==> config.mk <==
export PLATFORM = sky130hd
export DESIGN_NAME = dual_trig_counter
export DESIGN_NICKNAME = d
export VERILOG_FILES = /design/src/rtl/dtc_pkg.sv /design/src/rtl/dtc_sync.sv /design/src/rtl/dtc_edge.sv /design/src/rtl/dtc_counter.sv /design/src/rtl/dual_trig_counter.sv
export SDC_FILE = /design/constraint.sdc
export NUM_CORES = 1
export LEC_CHECK = 0
export CAP_MARGIN = 20
export CORE_AREA = 2 2 43 65
export CTS_CLUSTER_SIZE = 30
export DETAILED_ROUTE_END_ITERATION = 8
export DIE_AREA = 0 0 45 67
export PLACE_DENSITY = 0.7
export SLEW_MARGIN = 10
export SYNTH_ARGS = -nofsm -noshare
export SYNTH_HDL_FRONTEND = slang
export SYNTH_SLANG_ARGS = --single-unit
export TNS_END_PERCENT = 1
==> constraint.sdc <==
create_clock -name clk -period 1.5 [get_ports clk]
set_input_delay 0.15 -clock clk [delete_from_list [all_inputs] [get_ports clk]]
set_output_delay 0.15 -clock clk [all_outputs]
set_load 0.02 [all_outputs]
==> src/rtl/dtc_pkg.sv <==
package dtc_pkg;

    // Synchronized trigger levels for one counter
    typedef struct packed {
        logic clk;
        logic en;
        logic clr;
    } trig_in_t;

    // Which trigger path fired in a given sample
    typedef enum logic [1:0] {
        TRG_NONE     = 2'd0,
        TRG_CLK_RISE = 2'd1,
        TRG_EN_FALL  = 2'd2
    } trig_kind_t;

    // Highest value before the count returns to zero
    function automatic int count_limit(input int width, input bit decimal);
        if (decimal) return 9;
        return (1 << width) - 1;
    endfunction

endpackage

==> src/rtl/dtc_sync.sv <==
module dtc_sync
    import dtc_pkg::*;
#(
    parameter int STAGES = 2
) (
    input  logic     clk,
    input  logic     rst,
    input  trig_in_t d,
    output trig_in_t q
);
    trig_in_t pipe [STAGES];

    always_ff @(posedge clk) begin
        if (rst) begin
            for (int i = 0; i < STAGES; i++) pipe[i] <= '0;
        end else begin
            pipe[0] <= d;
            for (int i = 1; i < STAGES; i++) pipe[i] <= pipe[i-1];
        end
    end

    assign q = pipe[STAGES-1];
endmodule

==> src/rtl/dtc_edge.sv <==
module dtc_edge
    import dtc_pkg::*;
#(
    parameter int WARM = 3
) (
    input  logic       clk,
    input  logic       rst,
    input  trig_in_t   s,
    output trig_kind_t kind,
    output logic       clr_o
);
    trig_in_t        prev;
    logic [WARM-1:0] warm;
    logic            ready;

    always_ff @(posedge clk) begin
        if (rst) begin
            prev <= '0;
            warm <= '0;
        end else begin
            prev <= s;
            warm <= {warm[WARM-2:0], 1'b1};
        end
    end

    assign ready = warm[WARM-1];

    // Edges landing while clear is high are absorbed, since prev keeps tracking
    always_comb begin
        kind = TRG_NONE;
        if (ready && !s.clr) begin
            if (s.clk && !prev.clk && s.en)
                kind = TRG_CLK_RISE;
            else if (prev.en && !s.en && !s.clk)
                kind = TRG_EN_FALL;
        end
    end

    assign clr_o = s.clr;
endmodule

==> src/rtl/dtc_counter.sv <==
module dtc_counter
    import dtc_pkg::*;
#(
    parameter int W   = 4,
    parameter bit DEC = 1'b0
) (
    input  logic       clk,
    input  logic       rst,
    input  trig_kind_t kind,
    input  logic       clr,
    output logic [W-1:0] q
);
    localparam int           LIM_I = count_limit(W, DEC);
    localparam logic [W-1:0] LIMIT = W'(LIM_I);

    always_ff @(posedge clk) begin
        if (rst || clr)
            q <= '0;
        else if (kind != TRG_NONE)
            q <= (q == LIMIT) ? '0 : q + 1'b1;
    end

    assert_clear_R5: assert property (@(posedge clk) disable iff (rst)
        clr |=> (q == '0));

    assert_hold_R4: assert property (@(posedge clk) disable iff (rst)
        (kind == TRG_NONE && !clr) |=> $stable(q));

    assert_moves_R2: assert property (@(posedge clk) disable iff (rst)
        (kind != TRG_NONE && !clr) |=> (q != $past(q)));

    assert_range_R8: assert property (@(posedge clk) disable iff (rst)
        1'b1 |-> (q <= LIMIT));
endmodule

==> src/rtl/dual_trig_counter.sv <==
module dual_trig_counter
    import dtc_pkg::*;
#(
    parameter int NUM_CH      = 2,
    parameter int CNT_W       = 4,
    parameter bit DECIMAL     = 1'b0,
    parameter int SYNC_STAGES = 2
) (
    input  logic                    clk,
    input  logic                    rst,
    input  logic [NUM_CH-1:0]       trig_clk,
    input  logic [NUM_CH-1:0]       trig_en,
    input  logic [NUM_CH-1:0]       trig_clr,
    output logic [NUM_CH*CNT_W-1:0] cnt_q
);
    localparam int WARM = SYNC_STAGES + 1;

    for (genvar ch = 0; ch < NUM_CH; ch++) begin : g_ch
        trig_in_t   raw;
        trig_in_t   synced;
        trig_kind_t kind;
        logic       clr_s;

        assign raw.clk = trig_clk[ch];
        assign raw.en  = trig_en[ch];
        assign raw.clr = trig_clr[ch];

        dtc_sync #(.STAGES(SYNC_STAGES)) u_sync (
            .clk (clk),
            .rst (rst),
            .d   (raw),
            .q   (synced)
        );

        dtc_edge #(.WARM(WARM)) u_edge (
            .clk   (clk),
            .rst   (rst),
            .s     (synced),
            .kind  (kind),
            .clr_o (clr_s)
        );

        dtc_counter #(.W(CNT_W), .DEC(DECIMAL)) u_cnt (
            .clk  (clk),
            .rst  (rst),
            .kind (kind),
            .clr  (clr_s),
            .q    (cnt_q[ch*CNT_W +: CNT_W])
        );
    end
endmodule

==> results of run 1 <==
==> flip-flops by register name, indices dropped and copies added, names as in the netlist <==
| signal | flops |
|---|---|
| g_ch.u_sync.pipe | 12 |
| g_ch.u_cnt.q | 8 |
| g_ch.u_edge.prev | 4 |
| g_ch.u_edge.warm | 3 |
==> power by group through the flow <==
stage	logic, mW	registers (mW)	clock network (mW)
after floorplan	0.0350	0.762	0
after global placement	0.0619	0.763	0
after CTS	0.0630	0.748	0.318
after detailed placement	0.0629	0.764	0
final	0.0626	0.748	0.303
after global routing	0.0697	0.751	0.346
==> path summary, 6_finish.rpt <==
path | startpoint | endpoint | slack, ns | cells after the start
max reg2reg | g_ch[0].u_sync.pipe[0][5] | g_ch[0].u_cnt.q[0] | 0.13 | 3
min reg2reg | g_ch[1].u_edge.warm[0] | g_ch[1].u_edge.warm[1] | 0.45 | 1
max | g_ch[0].u_sync.pipe[0][5] | g_ch[0].u_cnt.q[0] | 0.13 | 3
min | trig_clr[0] | g_ch[0].u_sync.pipe[0][0] | 0.36 | 2
==> cell type report <==
class | instances | area share, %
clock buffer | 3 | 1.869
multi-input combinational | 66 | 36.24
inverter | 2 | 0.6231
tap | 24 | 2.492
timing repair buffer | 17 | 13.50
sequential | 27 | 44.86
clock inverter | 1 | 0.4154
==> cells by family after synthesis <==
| logic type | share of synthesized area (%) |
|---|---|
| buf+inv | 1.514 |
| fa+ha+maj | 2.522 |
| compound gates | 7.061 |
| mux | 6.053 |
| simple gates | 28.37 |
| flops | 54.48 |
==> per-layer routing <==
metal | up-vias | wire length (um) | part of all wire, % | global-route usage, %
met3 | 2 | 49 | 3.3 | 1.897
li1 | 369 | - | - | -
met2 | 10 | 703 | 48 | 17.68
met5 | - | 0 | 0 | 0
met1 | 336 | 699 | 47 | 14.57
met4 | 0 | 21 | 1.4 | 8.088
==> cell usage in the layout (no fill, tap or decap) <==
| master | count |
|---|---|
| dfxtp_1 | 27 |
| nor2b_1 | 19 |
| nand2_1 | 11 |
| nand3b_1 | 7 |
| clkdlybuf4s50_1 | 7 |
| mux2i_1 | 6 |
| dlygate4sd2_1 | 6 |
| a21oi_1 | 3 |
| a211oi_1 | 3 |
| clkbuf_4 | 3 |
| inv_1 | 2 |
| or3b_1 | 2 |
| nor2_1 | 2 |
| nand4_1 | 2 |
| a211o_2 | 2 |
| o22ai_1 | 2 |
| nand3_1 | 2 |
| or3_1 | 2 |
| ha_1 | 2 |
| dlymetal6s2s_1 | 2 |
| buf_4 | 2 |
| nor2b_2 | 1 |
| clkinv_2 | 1 |
==> stage by stage <==
stage               util, %  power (mW)  hold WS [ns]  setup WS, ns
floorplan                 -      0.7969        0.2782        0.2092
global placement      48.71      0.8250        0.4187        0.1521
detailed placement    48.71      0.8271        0.4242       0.09728
CTS                   49.54       1.130        0.3535      0.003580
global route          49.74       1.167        0.3634       0.06033
finish                49.74       1.114        0.3605        0.1290
==> repair_timing <==
action                     in CTS  in global routing
resized for setup               6                  2
pin swaps                       0                  0
setup endpoints to repair       6                  2
cloned                          0                  0
==> out/metrics.csv, run 1 <==
stage,metric,value,unit
sta,final setup TNS,0,ns
worst_setup_path,critical path's slowest cell,or3b_1,
cts,H-tree depth,1,
sta,Tmin final,1.371,ns
sta,max-slew violation count,0,
layout,ratio of cells with drive above 1 in the final layout,7.759,%
sta,Final period util,91.40,%
power,switch share,21.39,%
cts,CTS Buffer Depth,2,
cts,CTS tree,done,
synthesis,most common cell in the netlist,dfxtp_1,
synthesis,Synth cell types,18,
die,Die Span X,45,um
grt,GRT Overall Usage,11.67,%
place,placed cell count,136,
synthesis,Yosys top cell area share,54.48,%
worst_setup_path,critical path's top delay family,simple AND/OR/NAND/NOR gates,
sta,Final Hold Fails,0,
layout,multi-input logic area,436.7,sq um
synthesis,async set-reset flop share out of synthesis,0,%
grt,vias in the first global route,638,
die,Core Area,0.002422,sq mm
synthesis,Synth Cell Area,992.2,sq um
cts,clock sinks,27,
cts,Inserted Clock Buffers,3,
layout,ant diodes,0,
layout,non-filler instance count after layout,140,
cts,post-CTS setup buffers,0,
min_path,HP Class,in -> reg,
worst_setup_path,Critical Path AT,1.60,ns
worst_setup_path,critical path type,reg -> reg,
synthesis,syn nets,107,
layout,area grow syn2layout,21.44,%
synthesis,Ys Warns,0,
synthesis,Synth Register Bits,27,
worst_setup_path,crit start category,flip-flop,
synthesis,register area share after synthesis,54.48,%
sta,Worst-Margin Slew,0.4371,ns
synthesis,most frequent cells after synthesis,"dfxtp_1 (27), nor2b_1 (19), nand2_1 (11), nand3b_1 (7), mux2i_1 (6)",
place,HPWL Detailed,1.089,mm
drt,Initial DRT Pass Iterations,3,
layout,# fillers,244,
synthesis,Mapped Cells,97,
grt,initial antenna violation count,0,
synthesis,Mapped Avg Cell Area,10.23,sq um
worst_setup_path,Worst Setup End Kind,flip-flop,
synthesis,ys flop type,dfxtp_1,
sta,RSZ-0062 raised after global routing,no,
drt,Via Count,717,
power,Seq pwr share,67.1,%
power,switching pwr,0.2383,mW
worst_setup_path,largest stage delay on the critical path,0.42,ns
grt,residual overflow from global routing,0,
die,Die Ht,67,um
synthesis,ranking of synthesized cells by area,"dfxtp_1 (54%), nor2b_1 (12%), mux2i_1 (6.1%)",
drt,Vias/cell,5.121,
power,Cell Pwr Density,924.8,mW/mm^2
worst_setup_path,crit-path cells,or3b_1 -> a211o_2 -> mux2i_1,
die,I/O pins,16,
drt,DRC viols,0,
grt,first-pass GRT wire length,2.594,mm
drt,final wirelength,1.474,mm
die,die area,0.003015,sq mm
drt,drt wl/cell,10.53,um
layout,Reg area,540.5,sq um
sta,Worst Skew,0.007689,ns
worst_setup_path,"Req. time, crit path",1.73,ns
synthesis,Synth area leader,dfxtp_1,
drt,DRT iter0 DRCs,11,
drt,"antenna viol nets, final",0,
cts,hold buffers post-CTS,0,
layout,Nets,127,
place,cell area after placement,0.001180,sq mm
cts,worst skew pair latency,0.32,ns
power,Internal,0.8760,mW
worst_setup_path,Critical Path Fanout Max,3,
power,VDD IR-drop max,645.9,uV
layout,post-route cell area,0.001205,sq mm
die,Std-Cell Rows,22,
die,Initial Util,40.96,%
sta,Achievable Freq,729.4,MHz
synthesis,number of synthesized flops with an enable pin,0,
run,max-cap violations,0,
power,clock network power share,27.2,%
power,Lkg Pwr,0.5249,nW
place,placer congestion estimate,0.7668,
power,combinational share of power,5.6,%
worst_setup_path,CP Buf/Inv Count,0,
cts,Root Buffer,clkbuf_4,
sta,# setup viols final,0,
sta,Relative slew margins,70.75,%
place,Port-buffer cells,15,
run_status,run status,completed,
cts,register clock-pin slew on the reported worst setup and hold paths,0.14,ns
grt,largest net degree at the start of global routing,16,
No activity file was read; power rests on OpenSTA's default activity.
==> run 2, diff against run 1 <==
CORE_AREA = 2 2 40 60   (was 2 2 43 65)
CTS_BUF_LIST = sky130_fd_sc_hd__clkbuf_4 sky130_fd_sc_hd__clkbuf_8 sky130_fd_sc_hd__clkbuf_16   (was not set)
DIE_AREA = 0 0 42 62   (was 0 0 45 67)
PLACE_DENSITY = 0.79   (was 0.7)
==> out/metrics.csv, run 2 (synthesized netlist as in run 1, its figures left out) <==
stage,metric,value,unit,change
drt,Via Count,706,,-1.5%
min_path,HP Class,in -> reg,,
grt,largest net degree at the start of global routing,20,,+4
layout,ratio of cells with drive above 1 in the final layout,6.957,%,-0.80 points
sta,Final period util,91.19,%,-0.21 points
worst_setup_path,"Req. time, crit path",1.72,ns,about the same
place,pre-CTS WS,0.1441,ns,+0.04685 ns
layout,Top reg by flops,g_ch.u_sync.pipe,,
die,Core Area,0.002128,sq mm,-12%
place,placer congestion estimate,0.7186,,-6.3%
grt,residual overflow from global routing,0,,unchanged
die,Initial Util,46.62,%,+5.7 points
drt,Vias/cell,5.116,,-0.11%
grt,vias in the first global route,703,,+10%
cts,Root Buffer,clkbuf_4,,
sta,Achievable Freq,731.1,MHz,+0.23%
grt,initial antenna violation count,0,,unchanged
worst_setup_path,largest stage delay on the critical path,0.41,ns,about the same
run_status,run status,completed,,
sta,RSZ-0062 raised after global routing,no,,
layout,"commonest non-fill, non-tap cell in the layout",dfxtp_1,,
worst_setup_path,critical path's slowest cell,or3b_1,,
drt,DRC viols,0,,unchanged
worst_setup_path,Worst Setup End Kind,flip-flop,,
power,Lkg Pwr,0.4930,nW,-6.1%
cts,H-tree depth,1,,unchanged
layout,most frequent cells in the layout,"dfxtp_1 (27), nor2b_1 (19), nand2_1 (11), dlygate4sd2_1 (8)",,
sta,Tmin final,1.368,ns,-0.003155 ns
worst_setup_path,Critical Path Fanout Max,3,,unchanged
worst_setup_path,critical path's top delay family,simple AND/OR/NAND/NOR gates,,
grt,GRT Overall Usage,14.37,%,+2.7 points
drt,drt wl/cell,10.90,um,+3.5%
place,HPWL Detailed,1.103,mm,+1.3%
layout,ant diodes,0,,unchanged
worst_setup_path,crit-path cells,or3b_1 -> a211o_2 -> mux2i_1,,
drt,final wirelength,1.504,mm,+2.0%
power,VDD IR-drop max,632.9,uV,-2.0%
layout,max reg flops,12,,unchanged
die,I/O pins,16,,unchanged
sta,Worst Skew,0.002617,ns,-0.005072 ns
drt,DRT iter0 DRCs,14,,+3
sta,Final Hold Fails,0,,unchanged
worst_setup_path,critical path type,reg -> reg,,
drt,Initial DRT Pass Iterations,2,,-1
run,max-cap violations,0,,unchanged
cts,register clock-pin slew on the reported worst setup and hold paths,0.13,ns,about the same
sta,Setup WS post-layout,0.1322,ns,+0.003155 ns
cts,clock sinks,27,,unchanged
sta,# setup viols final,0,,unchanged
cts,CTS Buffer Depth,2,,unchanged
layout,Nets,126,,-0.79%
sta,max-slew violation count,0,,unchanged
layout,top flop regs,"g_ch.u_sync.pipe x12, g_ch.u_cnt.q x8, g_ch.u_edge.prev x4",,
die,Std-Cell Rows,21,,-4.5%
sta,Worst-Margin Slew,0.4325,ns,-0.004612 ns
die,Die Span X,42,um,-6.7%
place,Port-buffer cells,15,,unchanged
worst_setup_path,crit start category,flip-flop,,
die,Die Ht,62,um,-7.5%
cts,worst skew pair latency,0.32,ns,about the same
sta,final setup TNS,0,ns,unchanged
layout,area grow syn2layout,20.05,%,
cts,Inserted Clock Buffers,3,,unchanged
drt,"antenna viol nets, final",0,,unchanged
cts,CTS tree,done,,
worst_setup_path,CP Buf/Inv Count,0,,unchanged
cts,post-CTS setup buffers,0,,unchanged
die,die area,0.002604,sq mm,-14%
sta,Relative slew margins,71.06,%,+0.31 points
grt,first-pass GRT wire length,2.787,mm,+7.4%
worst_setup_path,Critical Path AT,1.59,ns,about the same
power,Cell Pwr Density,945.1,mW/mm^2,+2.2%
[run 2: cell types whose count changed in the layout (fill, tap and decap cells not counted), sizes merged]
cell and change:
dlygate4sd2 +2, dlymetal6s2s -2, buf -1, clkbuf +1, clkinv -1
[run 2: final cells by class]
cell class / count / area, sq um
well taps: 23 / 28.78
inverters: 2 / 7.507
fillers: 196 / 937.1
repair buffers: 16 / 147.6
clock buffers: 4 / 30.03
flip-flops and latches: 27 / 540.5
multi-input cells: 66 / 436.7
[run 2: power breakdown]
part | internal [mW] | switching (mW) | total [mW]
Clock | 0.122 | 0.195 | 0.318
Combinational | 0.0354 | 0.0248 | 0.0602
Sequential | 0.739 | 0.00895 | 0.748
[run 2: path summary, 6_finish.rpt]
check	endpoint	start	cells past startpoint	slack, ns
worst max register to register	g_ch[0].u_cnt.q[0]	g_ch[0].u_sync.pipe[0][5]	3	0.13
worst min register to register	g_ch[0].u_sync.pipe[0][5]	g_ch[0].u_sync.pipe[0][2]	1	0.45
worst min-delay path	g_ch[1].u_sync.pipe[0][0]	trig_clr[1]	2	0.36
worst max-delay path	g_ch[0].u_cnt.q[0]	g_ch[0].u_sync.pipe[0][5]	3	0.13
[run 2: through the flow]
stage / area, sq um / power [mW] / utilization [%] / hold WS (ns) / cells
floorplan: 992.2 / 0.7969 / - / 0.2782 / 97
global placement: 1171 / 0.8228 / 55.03 / 0.4181 / 134
detailed placement: 1171 / 0.8252 / 55.03 / 0.4262 / 134
CTS: 1191 / 1.143 / 55.97 / 0.3523 / 138
global route: 1191 / 1.179 / 55.97 / 0.3568 / 138
finish: 1191 / 1.126 / 55.97 / 0.3640 / 138
[run 2: routing by layer]
| layer | vias to the layer above | GRT usage (%) | share of wire (%) |
|---|---|---|---|
| met5 | - | 0 | 0 |
| met4 | 0 | 11.98 | 2.9 |
| met3 | 4 | 1.734 | 2.9 |
| met2 | 11 | 24.55 | 48 |
| met1 | 322 | 16.27 | 46 |
| li1 | 369 | - | - |
[run 2: timing repair]
item	in CTS	in global routing
hold buffers	0	0
hold endpoints to repair	0	0
resized for setup	8	0
setup endpoints to repair	8	0
==> run 3, diff against run 2 <==
CAP_MARGIN = 40   (was 20)
SLEW_MARGIN = 20   (was 10)
==> results of run 3 <==
No change in the layout: final DEF, timing and power equal those of run 2.
